### config.mk
export PLATFORM = sky130hd
export DESIGN_NAME = pwr_mode_ctrl
export DESIGN_NICKNAME = d
export VERILOG_FILES = /design/src/rtl/pwr_mode_pkg.sv /design/src/rtl/pwr_mode_decode.sv /design/src/rtl/pwr_mode_regs.sv /design/src/rtl/pwr_mode_ctrl.sv
export SDC_FILE = /design/constraint.sdc
export NUM_CORES = 1
export LEC_CHECK = 0
export ABC_CLOCK_PERIOD_IN_PS = 1100
export BUFFER_PORTS_ARGS = -buffer_cell sky130_fd_sc_hd__clkbuf_2
export CAP_MARGIN = 5
export CORE_AREA = 2 2 39 41
export CTS_CLUSTER_SIZE = 20
export DETAILED_ROUTE_END_ITERATION = 16
export DIE_AREA = 0 0 41 43
export PLACE_DENSITY_LB_ADDON = 0.2
export SLEW_MARGIN = 25
export SYNTH_ARGS = -nofsm -noshare
export SYNTH_HDL_FRONTEND = slang
export SYNTH_SLANG_ARGS = --single-unit
### constraint.sdc
create_clock -name clk -period 1.1 [get_ports clk]
set_clock_uncertainty 0.2 [all_clocks]
set_input_delay 0 -clock clk [delete_from_list [all_inputs] [get_ports clk]]
set_output_delay 0 -clock clk [all_outputs]
set_load 0.005 [all_outputs]
### src/rtl/pwr_mode_pkg.sv
package pwr_mode_pkg;
  localparam int REG_W      = 8;
  localparam int CFG_W      = 6;
  localparam int STOP_BIT   = 7;
  localparam int SLEEP_BIT  = 6;
  localparam int PWR_BIT    = 5;
  localparam int LS_DIS_BIT = 4;
  localparam int HS_DIS_BIT = 3;
  localparam int V_DIS_BIT  = 2;
  localparam int SLEW_W     = 2;

  typedef struct packed {
    logic cfgWr;
    logic stopSet;
    logic sleepSet;
  } strobe_t;
endpackage

### src/rtl/pwr_mode_decode.sv
module pwr_mode_decode
  import pwr_mode_pkg::*;
#(
  parameter int ADDR_W     = 4,
  parameter int REG_OFFSET = 0
) (
  input  logic              irqReq,
  input  logic [ADDR_W-1:0] busAddr,
  input  logic [REG_W-1:0]  busWdata,
  input  logic              busWe,
  output strobe_t           stb
);
  logic hit;
  logic cfgClear;

  assign hit      = busWe && (busAddr == ADDR_W'(REG_OFFSET));
  assign cfgClear = (busWdata[CFG_W-1:0] == '0);

  always_comb begin
    stb.cfgWr    = hit;
    stb.stopSet  = hit && cfgClear && !irqReq && busWdata[STOP_BIT];
    stb.sleepSet = hit && cfgClear && !irqReq && busWdata[SLEEP_BIT]
                   && !busWdata[STOP_BIT];
  end
endmodule

### src/rtl/pwr_mode_regs.sv
module pwr_mode_regs
  import pwr_mode_pkg::*;
(
  input  logic             clk,
  input  logic             rstN,
  input  logic             irqReq,
  input  strobe_t          stb,
  input  logic [CFG_W-1:0] wrCfg,
  output logic [CFG_W-1:0] cfgQ,
  output logic             stopReq,
  output logic             sleepReq
);
  logic pendStop;
  logic pendSleep;

  always_ff @(posedge clk or negedge rstN) begin
    if (!rstN) begin
      cfgQ      <= '0;
      pendStop  <= 1'b0;
      pendSleep <= 1'b0;
    end else begin
      if (stb.cfgWr) cfgQ <= wrCfg;
      pendStop  <= stb.stopSet;
      pendSleep <= stb.sleepSet;
    end
  end

  assign stopReq  = pendStop && !irqReq;
  assign sleepReq = pendSleep && !irqReq;
endmodule

### src/rtl/pwr_mode_ctrl.sv
module pwr_mode_ctrl
  import pwr_mode_pkg::*;
#(
  parameter int ADDR_W     = 4,
  parameter int REG_OFFSET = 0
) (
  input  logic              clk,
  input  logic              rstN,
  input  logic              irqReq,
  input  logic [ADDR_W-1:0] busAddr,
  input  logic [7:0]        busWdata,
  input  logic              busWe,
  output logic [7:0]        busRdata,
  output logic              stagesOn,
  output logic              hsThermAuto,
  output logic              lsThermAuto,
  output logic              voltAuto,
  output logic [1:0]        slewSel,
  output logic              stopReq,
  output logic              sleepReq
);
  strobe_t          stb;
  logic [CFG_W-1:0] cfgQ;

  pwr_mode_decode #(.ADDR_W(ADDR_W), .REG_OFFSET(REG_OFFSET)) u_dec (
    .irqReq   (irqReq),
    .busAddr  (busAddr),
    .busWdata (busWdata),
    .busWe    (busWe),
    .stb      (stb)
  );

  pwr_mode_regs u_regs (
    .clk      (clk),
    .rstN     (rstN),
    .irqReq   (irqReq),
    .stb      (stb),
    .wrCfg    (busWdata[CFG_W-1:0]),
    .cfgQ     (cfgQ),
    .stopReq  (stopReq),
    .sleepReq (sleepReq)
  );

  assign busRdata    = (busAddr == ADDR_W'(REG_OFFSET))
                       ? {{(REG_W-CFG_W){1'b0}}, cfgQ} : '0;
  assign stagesOn    = cfgQ[PWR_BIT];
  assign hsThermAuto = ~cfgQ[HS_DIS_BIT];
  assign lsThermAuto = ~cfgQ[LS_DIS_BIT];
  assign voltAuto    = ~cfgQ[V_DIS_BIT];
  assign slewSel     = cfgQ[SLEW_W-1:0];
endmodule

==> summary.txt <==
Global route
  • First-pass GRT wire length: 1324 µm
  • GRT overflow: 0
  • Initial antenna violation count: 0
  • Met1 Usage GRT: 0.1254
  • All-Layer GR Usage: 0.1123
  • Number of global-route vias before repair: 343
  • GRT busiest layer: met2
  • Global routing met2 resource utilization: 0.1813
  • Grt met3 use: 0.04712
  • Largest net degree at the start of global routing: 9

Synthesis
  • Area leader, netlist: dfrtp_1
  • Avg Cell Area, Syn: 11.46 µm²
  • Register bit total from synthesis: 8
  • Synth unique cells: 14
  • Synth area leaders: dfrtp_1 (46%), mux2_2 (16%), and2_2 (10%), buf_4 (6.9%), nor4_4 (4.9%)
  • Yosys warning count: 0
  • Synth Instances: 38
  • Area share of the largest cell type after synthesis: 0.4598
  • Synth Cell Area: 435.4 µm²
  • Seq/Total Area, Yosys: 0.4598

Pwr
  • Clk pwr share: 0.261
  • PwrDens: 1192 nW/µm²
  • VDD IR max: 569.7 µV
  • Psw: 0.2133 mW
  • Cell internal pwr: 0.6338 mW
  • Total power draw: 0.8471 mW
  • Net Sw Frac: 0.2518
  • Leakage power: 0.3962 nW
  • Sequential share of power: 0.445
  • Comb power frac: 0.294

Min path
  • Hold wc startpoint: busWdata[4]
  • Hold crit path type: input pin to flop

Route
  • Final ANT Viol Nets: 0
  • WL final: 881 µm
  • DRT Pass-1 Iters: 2
  • Via count: 389
  • Number of remaining DRC errors: 0
  • Initial DRC Count: 2
  • Wire per inst: 9.372 µm
  • Via/cell ratio: 4.138

Setup path
  • CP Buf/Inv Count: 1
  • CP max-delay cell: dfrtp_1
  • Sequence of cells on the critical path: and2_4, buf_6
  • CP Class: flop to output port
  • CP Data Arrival Time: 0.89 ns
  • Crit. End Element: output port
  • Max FO, Critical Path: 3
  • Critical Path Source Type: flop
  • Reg2Reg Setup Slack: 0.03 ns
  • Max incr delay on CP: 0.39 ns
  • CP required: 0.90 ns
  • Worst Setup SP: u_regs.cfgQ[2]$_DFFE_PN0P_
  • Kind of cell adding the most delay to the critical path: flip-flops
  • Crit Reg-Reg Startpoint: u_regs.cfgQ[5]$_DFFE_PN0P_

Status
  • Failing checks: negative hold slack
  • Outcome: complete, but fails checks

Timing
  • Final hold violations: 8
  • Slew Viols, Final: 0
  • Final setup fails: 0
  • Final worst path period share: 0.9901
  • Min Tclk post-route: 1.089 ns
  • Worst hold slack: -0.1996 ns
  • Peak Freq: 0.9182 GHz
  • RSZ-0062 raised after global routing: true

Clock tree
  • Clock buffer depth: 2
  • Number of CTS-inserted buffers: 3
  • Root buf cell: clkbuf_4
  • Clk Latency, worst-skew pair: 0.25 ns
  • Clock transition at the registers of the reported paths: 0.05 ns
  • CTS tree: built
  • CTS H-tree depth: 1
  • Clock sinks: 8

Die
  • Die ar.: 1763 µm²
  • Core area: 1384 µm²
  • Die height: 43 µm
  • IO Pins: 32
  • Die width: 41 µm
  • Row cnt: 14
  • Starting Density: 0.3146

Finish
  • Commonest non-fill, non-tap cell in the layout: clkbuf_2
  • Share of post-route cells with drive strength above 1: 0.6667
  • Antenna Cells: 0
  • # nets final: 96
  • Finished Layout Cells: 94
  • Most frequent cells in the layout: clkbuf_2 (28), dfrtp_1 (8), mux2_2 (5), dlygate4sd3_1 (5), buf_4 (5)
  • P&R area growth vs syn: 63.22%

Placed design
  • Port-buffer cells: 29
  • Post-Place Cells: 82
  • GP Congestion: 0.7096
  • Post-DP HPWL: 725.7 µm

Flow run
  • Number of max-cap violations: 0
-- cells by family after synthesis --
| logic type | count (synthesis) | synth area share |
|---|---|---|
| AND/OR/NAND/NOR | 15 | 0.2730 |
| other | 1 | 0.008612 |
| flip-flops | 8 | 0.4598 |
| multiplexers | 6 | 0.1552 |
| buffers and inverters | 8 | 0.1034 |
-- final cells by class --
cell class                      instances  area, µm²
Fill cell                             131      673.1
Timing Repair Buffer                   40      250.2
Multi-Input combinational cell         23      202.7
Sequential cell                         8      200.2
Clock buffer                            3      22.52
Tap cell                               16      20.02
Inverter                                4      15.01
-- what timing repair did --
item                                    CTS  global route
pin swaps                                 1             0
setup buffers                             4             0
gates resized for setup                   4             3
endpoints found under the setup margin    6             8
hold endpoints to repair                 16             8
hold buffers                              5             1
-- per-stage QoR --
stage	setup TNS [ns]	setup slack [ns]	hold slack, ns	cell area, µm²	util
finish	0	0.01090	-0.1996	710.7	0.5136
global route	-0.09936	-0.03006	-0.2031	710.7	0.5136
CTS	0	0.003358	-0.2052	696.9	0.5036
detailed placement	-0.8433	-0.1135	-0.3423	589.3	0.4259
global placement	-0.7028	-0.1016	-0.3445	589.3	0.4259
floorplan	-0.06542	-0.01090	-0.4956	439.2	-
-- power by group through the flow --
stage / Sequential, mW / Combinational, mW / Clock, mW
6_report: 0.377 / 0.249 / 0.221
5_1_grt: 0.384 / 0.274 / 0.251
4_1_cts: 0.376 / 0.241 / 0.232
3_5_place_dp: 0.386 / 0.181 / 0
3_3_place_gp: 0.384 / 0.179 / 0
2_1_floorplan: 0.376 / 0.106 / 0
-- state kept, by name, indices dropped and copies added (netlist names) --
register / count
u_regs.cfgQ: 6
u_regs.pendSleep: 1
u_regs.pendStop: 1
-- cell usage after synthesis, drive strengths merged --
master	count
nand2	1
nor3	1
conb	1
and2	6
mux2	6
nor2	1
nor3b	1
dfrtp	8
nand4	1
buf	4
nor2b	2
nor4	2
inv	4
-- layer usage --
| metal | up-vias | part of all wire |
|---|---|---|
| met5 | - | 0 |
| met1 | 175 | 0.41 |
| met2 | 15 | 0.52 |
| met3 | 0 | 0.072 |
| met4 | 0 | 0 |
| li1 | 199 | - |
-- path summary, 6_finish.rpt --
check | to | cells past startpoint
worst min register to register | u_regs.cfgQ[4]$_DFFE_PN0P_ | 1
worst min-delay path | u_regs.cfgQ[4]$_DFFE_PN0P_ | 2
max in group asynchronous | u_regs.cfgQ[1]$_DFFE_PN0P_ | 3
min in group asynchronous | u_regs.cfgQ[2]$_DFFE_PN0P_ | 3
worst max register to register | u_regs.cfgQ[5]$_DFFE_PN0P_ | 2
worst max-delay path | busRdata[2] | 2
No activity file was read; power rests on OpenSTA's default activity.
